<file path="config.mk">
export PLATFORM = sky130hd
export DESIGN_NAME = tmr_top
export DESIGN_NICKNAME = d
export VERILOG_FILES = /design/src/rtl/tmr_pkg.sv /design/src/rtl/tmr_counter.sv /design/src/rtl/tmr_capture.sv /design/src/rtl/tmr_pins.sv /design/src/rtl/tmr_top.sv
export SDC_FILE = /design/constraint.sdc
export NUM_CORES = 1
export LEC_CHECK = 0
export ABC_AREA = 1
export BUFFER_PORTS_ARGS = -buffer_cell sky130_fd_sc_hd__buf_2
export CAP_MARGIN = 20
export CORE_ASPECT_RATIO = 0.9
export CORE_MARGIN = 5
export CORE_UTILIZATION = 34
export DETAILED_ROUTE_END_ITERATION = 10
export GPL_ROUTABILITY_DRIVEN = 0
export PLACE_DENSITY = 0.51
export SETUP_SLACK_MARGIN = 0.4
export SYNTH_ARGS = -nofsm -noshare
export SYNTH_HDL_FRONTEND = slang
export SYNTH_SLANG_ARGS = --single-unit
</file>
<file path="constraint.sdc">
create_clock -name clk -period 4.8 [get_ports clk]
set_input_delay 1.44 -clock clk [delete_from_list [all_inputs] [get_ports clk]]
set_output_delay 1.44 -clock clk [all_outputs]
set_load 0.1 [all_outputs]
</file>
<file path="src/rtl/tmr_pkg.sv">
package tmr_pkg;
  localparam int N_CMP  = 5;
  localparam int N_CAP  = 4;
  localparam int N_FLAG = 9;
  localparam int FLG_CAP0 = 5;
  localparam int FLG_OVF  = 8;

  localparam int A_CNT  = 0;
  localparam int A_CMP0 = 1;
  localparam int A_CAP0 = 6;
  localparam int A_CTL  = 9;
  localparam int A_ACT  = 10;
  localparam int A_MST  = 11;
  localparam int A_EDGE = 12;
  localparam int A_FLG  = 13;
  localparam int A_ENA  = 14;

  typedef enum logic [1:0] {EDGE_OFF, EDGE_RISE, EDGE_FALL, EDGE_ANY} edge_e;
  typedef enum logic [1:0] {ACT_NONE, ACT_TOGGLE, ACT_CLEAR, ACT_SET} act_e;
endpackage

</file>
<file path="src/rtl/tmr_counter.sv">
module tmr_counter #(
  parameter int CNT_W = 16,
  parameter int PRE_W = 4
) (
  input  logic             clk,
  input  logic             rst,
  input  logic [1:0]       psel,
  output logic [CNT_W-1:0] cnt,
  output logic             tick,
  output logic             wrap
);
  logic [PRE_W-1:0] pre;
  logic [PRE_W-1:0] pre_mask;

  always_comb begin
    case (psel)
      2'd0:    pre_mask = '0;
      2'd1:    pre_mask = PRE_W'(3);
      2'd2:    pre_mask = PRE_W'(7);
      default: pre_mask = PRE_W'(15);
    endcase
  end

  assign tick = (pre & pre_mask) == pre_mask;
  assign wrap = tick && (cnt == '1);

  always_ff @(posedge clk) begin
    if (rst) begin
      pre <= '0;
      cnt <= '0;
    end else begin
      pre <= pre + 1'b1;
      if (tick) cnt <= cnt + 1'b1;
    end
  end

  // at divide-by-16 two ticks are never adjacent
  assert_div16_gap_R2: assert property (@(posedge clk) disable iff (rst)
    (tick && psel == 2'd3) |=> (psel != 2'd3 || !tick));
endmodule

</file>
<file path="src/rtl/tmr_capture.sv">
module tmr_capture #(
  parameter int N = 4
) (
  input  logic           clk,
  input  logic           rst,
  input  logic [N-1:0]   pin_in,
  input  logic [2*N-1:0] cfg,
  output logic [N-1:0]   evt
);
  import tmr_pkg::*;
  logic [N-1:0] s1, s2, s3;

  always_ff @(posedge clk) begin
    if (rst) begin
      s1 <= '0; s2 <= '0; s3 <= '0;
    end else begin
      s1 <= pin_in; s2 <= s1; s3 <= s2;
    end
  end

  for (genvar c = 0; c < N; c++) begin : g_ch
    logic rise, fall;
    assign rise = s2[c] & ~s3[c];
    assign fall = ~s2[c] & s3[c];
    always_comb begin
      case (edge_e'(cfg[2*c +: 2]))
        EDGE_RISE: evt[c] = rise;
        EDGE_FALL: evt[c] = fall;
        EDGE_ANY:  evt[c] = rise | fall;
        default:   evt[c] = 1'b0;
      endcase
    end
  end
endmodule

</file>
<file path="src/rtl/tmr_pins.sv">
module tmr_pins #(
  parameter int N = 5
) (
  input  logic             clk,
  input  logic             rst,
  input  logic [N-1:0]     hit,
  input  logic [2*N-3:0]   act,
  input  logic [N-1:0]     mmask,
  input  logic [N-1:0]     mdata,
  output logic [N-1:0]     pins
);
  import tmr_pkg::*;
  logic [N-1:0] nxt;

  for (genvar p = 0; p < N; p++) begin : g_pin
    logic own;
    if (p == 0) begin : g_master_only
      assign own = pins[0];
    end else begin : g_owned
      always_comb begin
        own = pins[p];
        if (hit[p]) begin
          case (act_e'(act[2*(p-1) +: 2]))
            ACT_TOGGLE: own = ~pins[p];
            ACT_CLEAR:  own = 1'b0;
            ACT_SET:    own = 1'b1;
            default:    own = pins[p];
          endcase
        end
      end
    end
    assign nxt[p] = (hit[0] && mmask[p]) ? mdata[p] : own;

    // a master match forces the masked pin to the data bit
    assert_master_wins_R5: assert property (@(posedge clk) disable iff (rst)
      (hit[0] && mmask[p]) |=> (pins[p] == $past(mdata[p])));
  end

  always_ff @(posedge clk) begin
    if (rst) pins <= '0;
    else     pins <= nxt;
  end
endmodule

</file>
<file path="src/rtl/tmr_top.sv">
module tmr_top #(
  parameter int CNT_W  = 16,
  parameter int ADDR_W = 4
) (
  input  logic              clk,
  input  logic              rst,
  input  logic              bus_wr,
  input  logic [ADDR_W-1:0] bus_addr,
  input  logic [CNT_W-1:0]  bus_wdata,
  output logic [CNT_W-1:0]  bus_rdata,
  input  logic [3:0]        cap_in,
  output logic [4:0]        cmp_pin,
  output logic              irq
);
  import tmr_pkg::*;
  localparam int N_ACT = 2 * (N_CMP - 1);

  logic [CNT_W-1:0]  cnt, cnt_inc;
  logic              tick, wrap;
  logic [1:0]        psel;
  logic              share;
  logic [CNT_W-1:0]  cmp [N_CMP];
  logic [CNT_W-1:0]  capr [N_CAP-1];
  logic [N_ACT-1:0]  act;
  logic [N_CMP-1:0]  mmask, mdata;
  logic [2*N_CAP-1:0] ecfg;
  logic [N_FLAG-1:0] flags, enab, fset, fclr;
  logic [N_CMP-1:0]  match;
  logic [N_CAP-1:0]  evt, cap_hit;
  logic [CNT_W-1:0]  rd_nxt;
  int                a;

  assign a = int'(bus_addr);
  assign cnt_inc = cnt + 1'b1;

  tmr_counter #(.CNT_W(CNT_W)) u_cnt (
    .clk(clk), .rst(rst), .psel(psel), .cnt(cnt), .tick(tick), .wrap(wrap));

  tmr_capture #(.N(N_CAP)) u_cap (
    .clk(clk), .rst(rst), .pin_in(cap_in), .cfg(ecfg), .evt(evt));

  tmr_pins #(.N(N_CMP)) u_pins (
    .clk(clk), .rst(rst), .hit(match), .act(act),
    .mmask(mmask), .mdata(mdata), .pins(cmp_pin));

  for (genvar k = 0; k < N_CMP; k++) begin : g_match
    if (k == N_CMP - 1) begin : g_shared
      assign match[k] = tick && !share && (cnt_inc == cmp[k]);
    end else begin : g_plain
      assign match[k] = tick && (cnt_inc == cmp[k]);
    end
  end

  assign cap_hit = {evt[N_CAP-1] & share, evt[N_CAP-2:0]};
  assign fset = {wrap, cap_hit[N_CAP-2:0], match[N_CMP-1] | cap_hit[N_CAP-1],
                 match[N_CMP-2:0]};
  assign fclr = (bus_wr && a == A_FLG) ? bus_wdata[N_FLAG-1:0] : '0;

  always_ff @(posedge clk) begin
    if (rst) begin
      for (int k = 0; k < N_CMP; k++) cmp[k] <= '1;
      for (int c = 0; c < N_CAP-1; c++) capr[c] <= '0;
      psel <= '0; share <= 1'b0; act <= '0;
      mmask <= '0; mdata <= '0; ecfg <= '0;
      flags <= '0; enab <= '0; irq <= 1'b0;
    end else begin
      if (bus_wr) begin
        for (int k = 0; k < N_CMP; k++)
          if (a == A_CMP0 + k) cmp[k] <= bus_wdata;
        if (a == A_CTL) begin
          psel  <= bus_wdata[1:0];
          share <= bus_wdata[2];
        end
        if (a == A_ACT)  act  <= bus_wdata[N_ACT-1:0];
        if (a == A_MST) begin
          mmask <= bus_wdata[N_CMP-1:0];
          mdata <= bus_wdata[8 +: N_CMP];
        end
        if (a == A_EDGE) ecfg <= bus_wdata[2*N_CAP-1:0];
        if (a == A_ENA)  enab <= bus_wdata[N_FLAG-1:0];
      end
      for (int c = 0; c < N_CAP-1; c++)
        if (cap_hit[c]) capr[c] <= cnt;
      if (cap_hit[N_CAP-1]) cmp[N_CMP-1] <= cnt;
      flags <= (flags & ~fclr) | fset;
      irq   <= |(flags & enab);
    end
  end

  always_comb begin
    rd_nxt = '0;
    case (a)
      A_CNT:  rd_nxt = cnt;
      A_CTL:  rd_nxt = CNT_W'({share, psel});
      A_ACT:  rd_nxt = CNT_W'(act);
      A_MST:  rd_nxt = CNT_W'({mdata, 3'b000, mmask});
      A_EDGE: rd_nxt = CNT_W'(ecfg);
      A_FLG:  rd_nxt = CNT_W'(flags);
      A_ENA:  rd_nxt = CNT_W'(enab);
      default: rd_nxt = '0;
    endcase
    for (int k = 0; k < N_CMP; k++)
      if (a == A_CMP0 + k) rd_nxt = cmp[k];
    for (int c = 0; c < N_CAP-1; c++)
      if (a == A_CAP0 + c) rd_nxt = capr[c];
  end

  always_ff @(posedge clk) begin
    if (rst) bus_rdata <= '0;
    else     bus_rdata <= rd_nxt;
  end

  // a wrap of the count leaves the overflow flag set
  assert_wrap_flag_R3: assert property (@(posedge clk) disable iff (rst)
    wrap |=> flags[FLG_OVF]);

  // a capture on channel 1 leaves its flag set
  assert_cap_flag_R6: assert property (@(posedge clk) disable iff (rst)
    cap_hit[0] |=> flags[FLG_CAP0]);

  // in capture mode only the master compare may move pin 4
  assert_shared_pin_R7: assert property (@(posedge clk) disable iff (rst)
    (share && !(match[0] && mmask[4])) |=> $stable(cmp_pin[4]));

  // no enabled flag means no request on the following edge
  assert_irq_quiet_R9: assert property (@(posedge clk) disable iff (rst)
    ((flags & enab) == '0) |=> !irq);
endmodule

</file>
==> flow_summary.toml <==
[critical_path]
worstRegToRegCells = 16
critical_path_class = "in -> reg"
endpoint_kind = "register"
required_ps = 5080
rr_startpoint = "u_cnt.cnt[0]"
crit_path_max_fanout = 16
r2r_setup_slack_ps = 1590
critPathArrivalTime_ps = 3650
timing.rr.end = "u_pins.pins[1]"
critPathLaunchType = "primary input"

[route]
antenna_left = 0
vias = 9428
drt_iter0_drc = 885
viasPerCell = 5.10
drc_errors = 0
dr.pass1.iters = 5
drt_wl_total_mm = 36.5
wire_per_inst_um = 19.8

[clock_network]
ctsLongestPathBuffers = 3
insertion_delay_ps = 530
holdBufCountCts = 0
cts_root_buf = "clkbuf_16"
cts_tree = "done"
post_cts_resized = 0
post_cts_buffers = 0
clk_pin_slew_ps = 70
cts.sinks = 229
cts_buffers = 26
htree_levels = 1

[final_layout]
nets = 1448
area_growth_syn_to_layout_pct = 15.6
n_antenna_cell = 0
drive_above_1_share_pct = 12.1
fillCellCount = 3372

[logic_synthesis]
seq_area_frac_synth_pct = 52.1
yosys.area_share.simple_pct = 22.4
synthMuxAreaShare_pct = 0.0889
synthDistinctLibCells = 50
syn_area_mm2 = 0.0113
synth_nets = 1385
post_synth_xor_area_fraction_pct = 2.79
synth_top_family_by_area = "simple AND/OR/NAND/NOR gates"
synth_compound_area_share_pct = 13.2
synthAdderAreaFrac_pct = 1.56
netlist_top_cells_area = "edfxtp_1 34%, dfxtp_1 18%, nand2_1 10%"
yosysWarnings = 0
synth.top_cell.area_share_pct = 34.1
syn_inst = 1344
synth_edf_count = 128
synth_seq_cells = 229
synth-async-reset-ratio_pct = 0
synth_area_leader_cell = "edfxtp_1"
syn_area_per_cell_um2 = 8.38
ys.flop_type = "edfxtp_1"

[timing]
fmax_mhz = 297
worstMarginPinSlew_ps = 909
finalSetupTns_ps = 0
rsz0062_at_grt = "no"
layout_worst_path_cycle_share_pct = 70.2
setup_viol_count_final = 0
hold_viol_final = 0
worst_slack_ps = 1430
period_minus_slack_ps = 3370
max-slew-margin-rel_pct = 39.3
fin_skew_ps = 11.3
slew_viol_final = 0

[job]
maxCapViolCount = 0

[placement]
post-place-ws_ps = 913
hpwl_mm = 27.8
port_buffers = 48

[global_route]
antenna_found_initial = 2
gr-usage-all-layers_pct = 19.5
grt_pass1_vias = 8772
grt_max_degree = 49
grt_first_pass_wirelength_mm = 55.2
overflow = 0

[floorplan]
die_area_mm2 = 0.0369
num_io_pins = 49
die_w_um = 202
die_y_um = 183
core_area_mm2 = 0.0328
placementRows = 63
initial_core_util_pct = 34.3

[run_status]
outcome = "finished clean"

[power]
p_leak_uw = 0.00539
ir_worst_vdd_uv = 259
p_per_area_mw_per_mm2 = 375

[min_path]
min_path_cells = 2
min_to = "u_cap.s2[3]"
hp-start = "u_cap.s1[3]"
hold_class = "reg -> reg"
cell usage in the layout (no fill, tap or decap), types with 5 or more instances in the layout:
| cell | count |
|---|---|
| inv_2 | 8 |
| nor3_1 | 6 |
| or2_2 | 11 |
| a31oi_1 | 5 |
| edfxtp_1 | 128 |
| clkbuf_16 | 28 |
| o21ai_0 | 91 |
| a21oi_1 | 105 |
| nor2_1 | 101 |
| buf_2 | 48 |
| o21ai_1 | 7 |
| dfxtp_1 | 101 |
| ha_1 | 14 |
| o2111ai_1 | 9 |
| nand4_1 | 33 |
| xnor2_1 | 16 |
| clkbuf_8 | 5 |
| nor2_4 | 5 |
| buf_4 | 20 |
| inv_1 | 187 |
| xor2_1 | 18 |
| o22ai_1 | 24 |
| nand3_1 | 69 |
| clkinv_2 | 5 |
| nand2_2 | 16 |
| nand2_1 | 308 |
flip-flops by register name (all words and copies together) (netlist names):
register and count:
ecfg 8, u_cnt.pre 4, mdata 5, flags 9, enab 9, bus_rdata 16, u_cap.s2 4, u_cnt.cnt 16
mmask 5, capr 48, u_cap.s3 4, irq 1, act 8, u_pins.pins 5, u_cap.s1 4, share 1
cmp 80, psel 2
power breakdown:
group	leakage, uW	switching (uW)	internal [uW]	total (uW)
combinational	0.00286	359	128	487
sequential	0.00207	63.3	2160	2220
clock	0.000458	817	1350	2170
metrics by stage:
step	total power, uW	cell area (um^2)	std cells	util (%)	hold WS (ps)
after floorplan	2570	11300	1344	-	388
after global placement	2750	12100	1801	36.8	393
after detailed placement	2750	12100	1801	36.8	394
after CTS	4910	13000	1849	39.7	402
after global routing	5060	13000	1849	39.7	416
final	4880	13000	1849	39.7	402
worst max path at each step:
stage          cells after the start        start           end  slack, ps
6_report                           9  bus_addr[3]     cmp[4][7]       1430
5_1_grt                            9  bus_addr[3]     cmp[4][7]       1220
2_1_floorplan                      6  bus_addr[3]     cmp[1][0]        840
3_5_place_dp                       9  bus_addr[3]     cmp[4][7]        910
3_3_place_gp                      12  bus_addr[3]  bus_rdata[5]        960
4_1_cts                            9  bus_addr[3]     cmp[4][7]       1480
final cells by class:
class / count / area [um^2] / area share, %
well taps: 422 / 528 / 4.06
clock buffers: 37 / 785 / 6.03
repair buffers: 69 / 410 / 3.15
multi-input cells: 881 / 4510 / 34.7
clock inverters: 11 / 163 / 1.25
inverters: 200 / 752 / 5.78
flip-flops and latches: 229 / 5870 / 45.1
critical path, cell delays in order:
cell and delay (ps):
buf_2 120, nor2_1 200, inv_1 80, nor2_1 500
o41ai_1 180, nand2_1 590, nand2_1 310, nand2_1 120
o21ai_0 80
layer usage:
layer / vias up / routed length [um] / GRT usage (%)
li1: 4616 / - / -
met1: 4407 / 17300 / 29.0
met2: 327 / 15000 / 28.0
met3: 74 / 3140 / 4.87
met4: 4 / 1060 / 5.33
met5: - / 32 / 0
logic make-up (layout without fill, tap and decap cells):
family	Yosys count	in the layout
xor+xnor	35	35
buf+inv	234	317
mux	1	1
simple gates	567	567
compound gates	264	264
fa+ha+maj	14	14
flops	229	229
cells in the mapped netlist (2+ instances only):
cell,n
nand2_1,308
inv_1,187
edfxtp_1,128
a21oi_1,105
nor2_1,102
dfxtp_1,101
o21ai_0,95
nand3_1,69
nand4_1,33
clkbuf_1,29
o22ai_1,24
xor2_1,18
nand2_2,16
xnor2_1,16
ha_1,14
or2_2,11
o2111ai_1,9
inv_2,8
nor3_1,6
a31oi_1,5
nor2_4,5
a211oi_1,4
clkinv_1,4
nand2_4,4
a221oi_1,3
a32oi_1,3
a41oi_1,3
nor2_2,3
o21ai_1,3
buf_1,2
buf_2,2
nand3_2,2
nand3b_1,2
o21ai_4,2
o21bai_1,2
o221ai_1,2
Power figures use the tool's default switching activity.
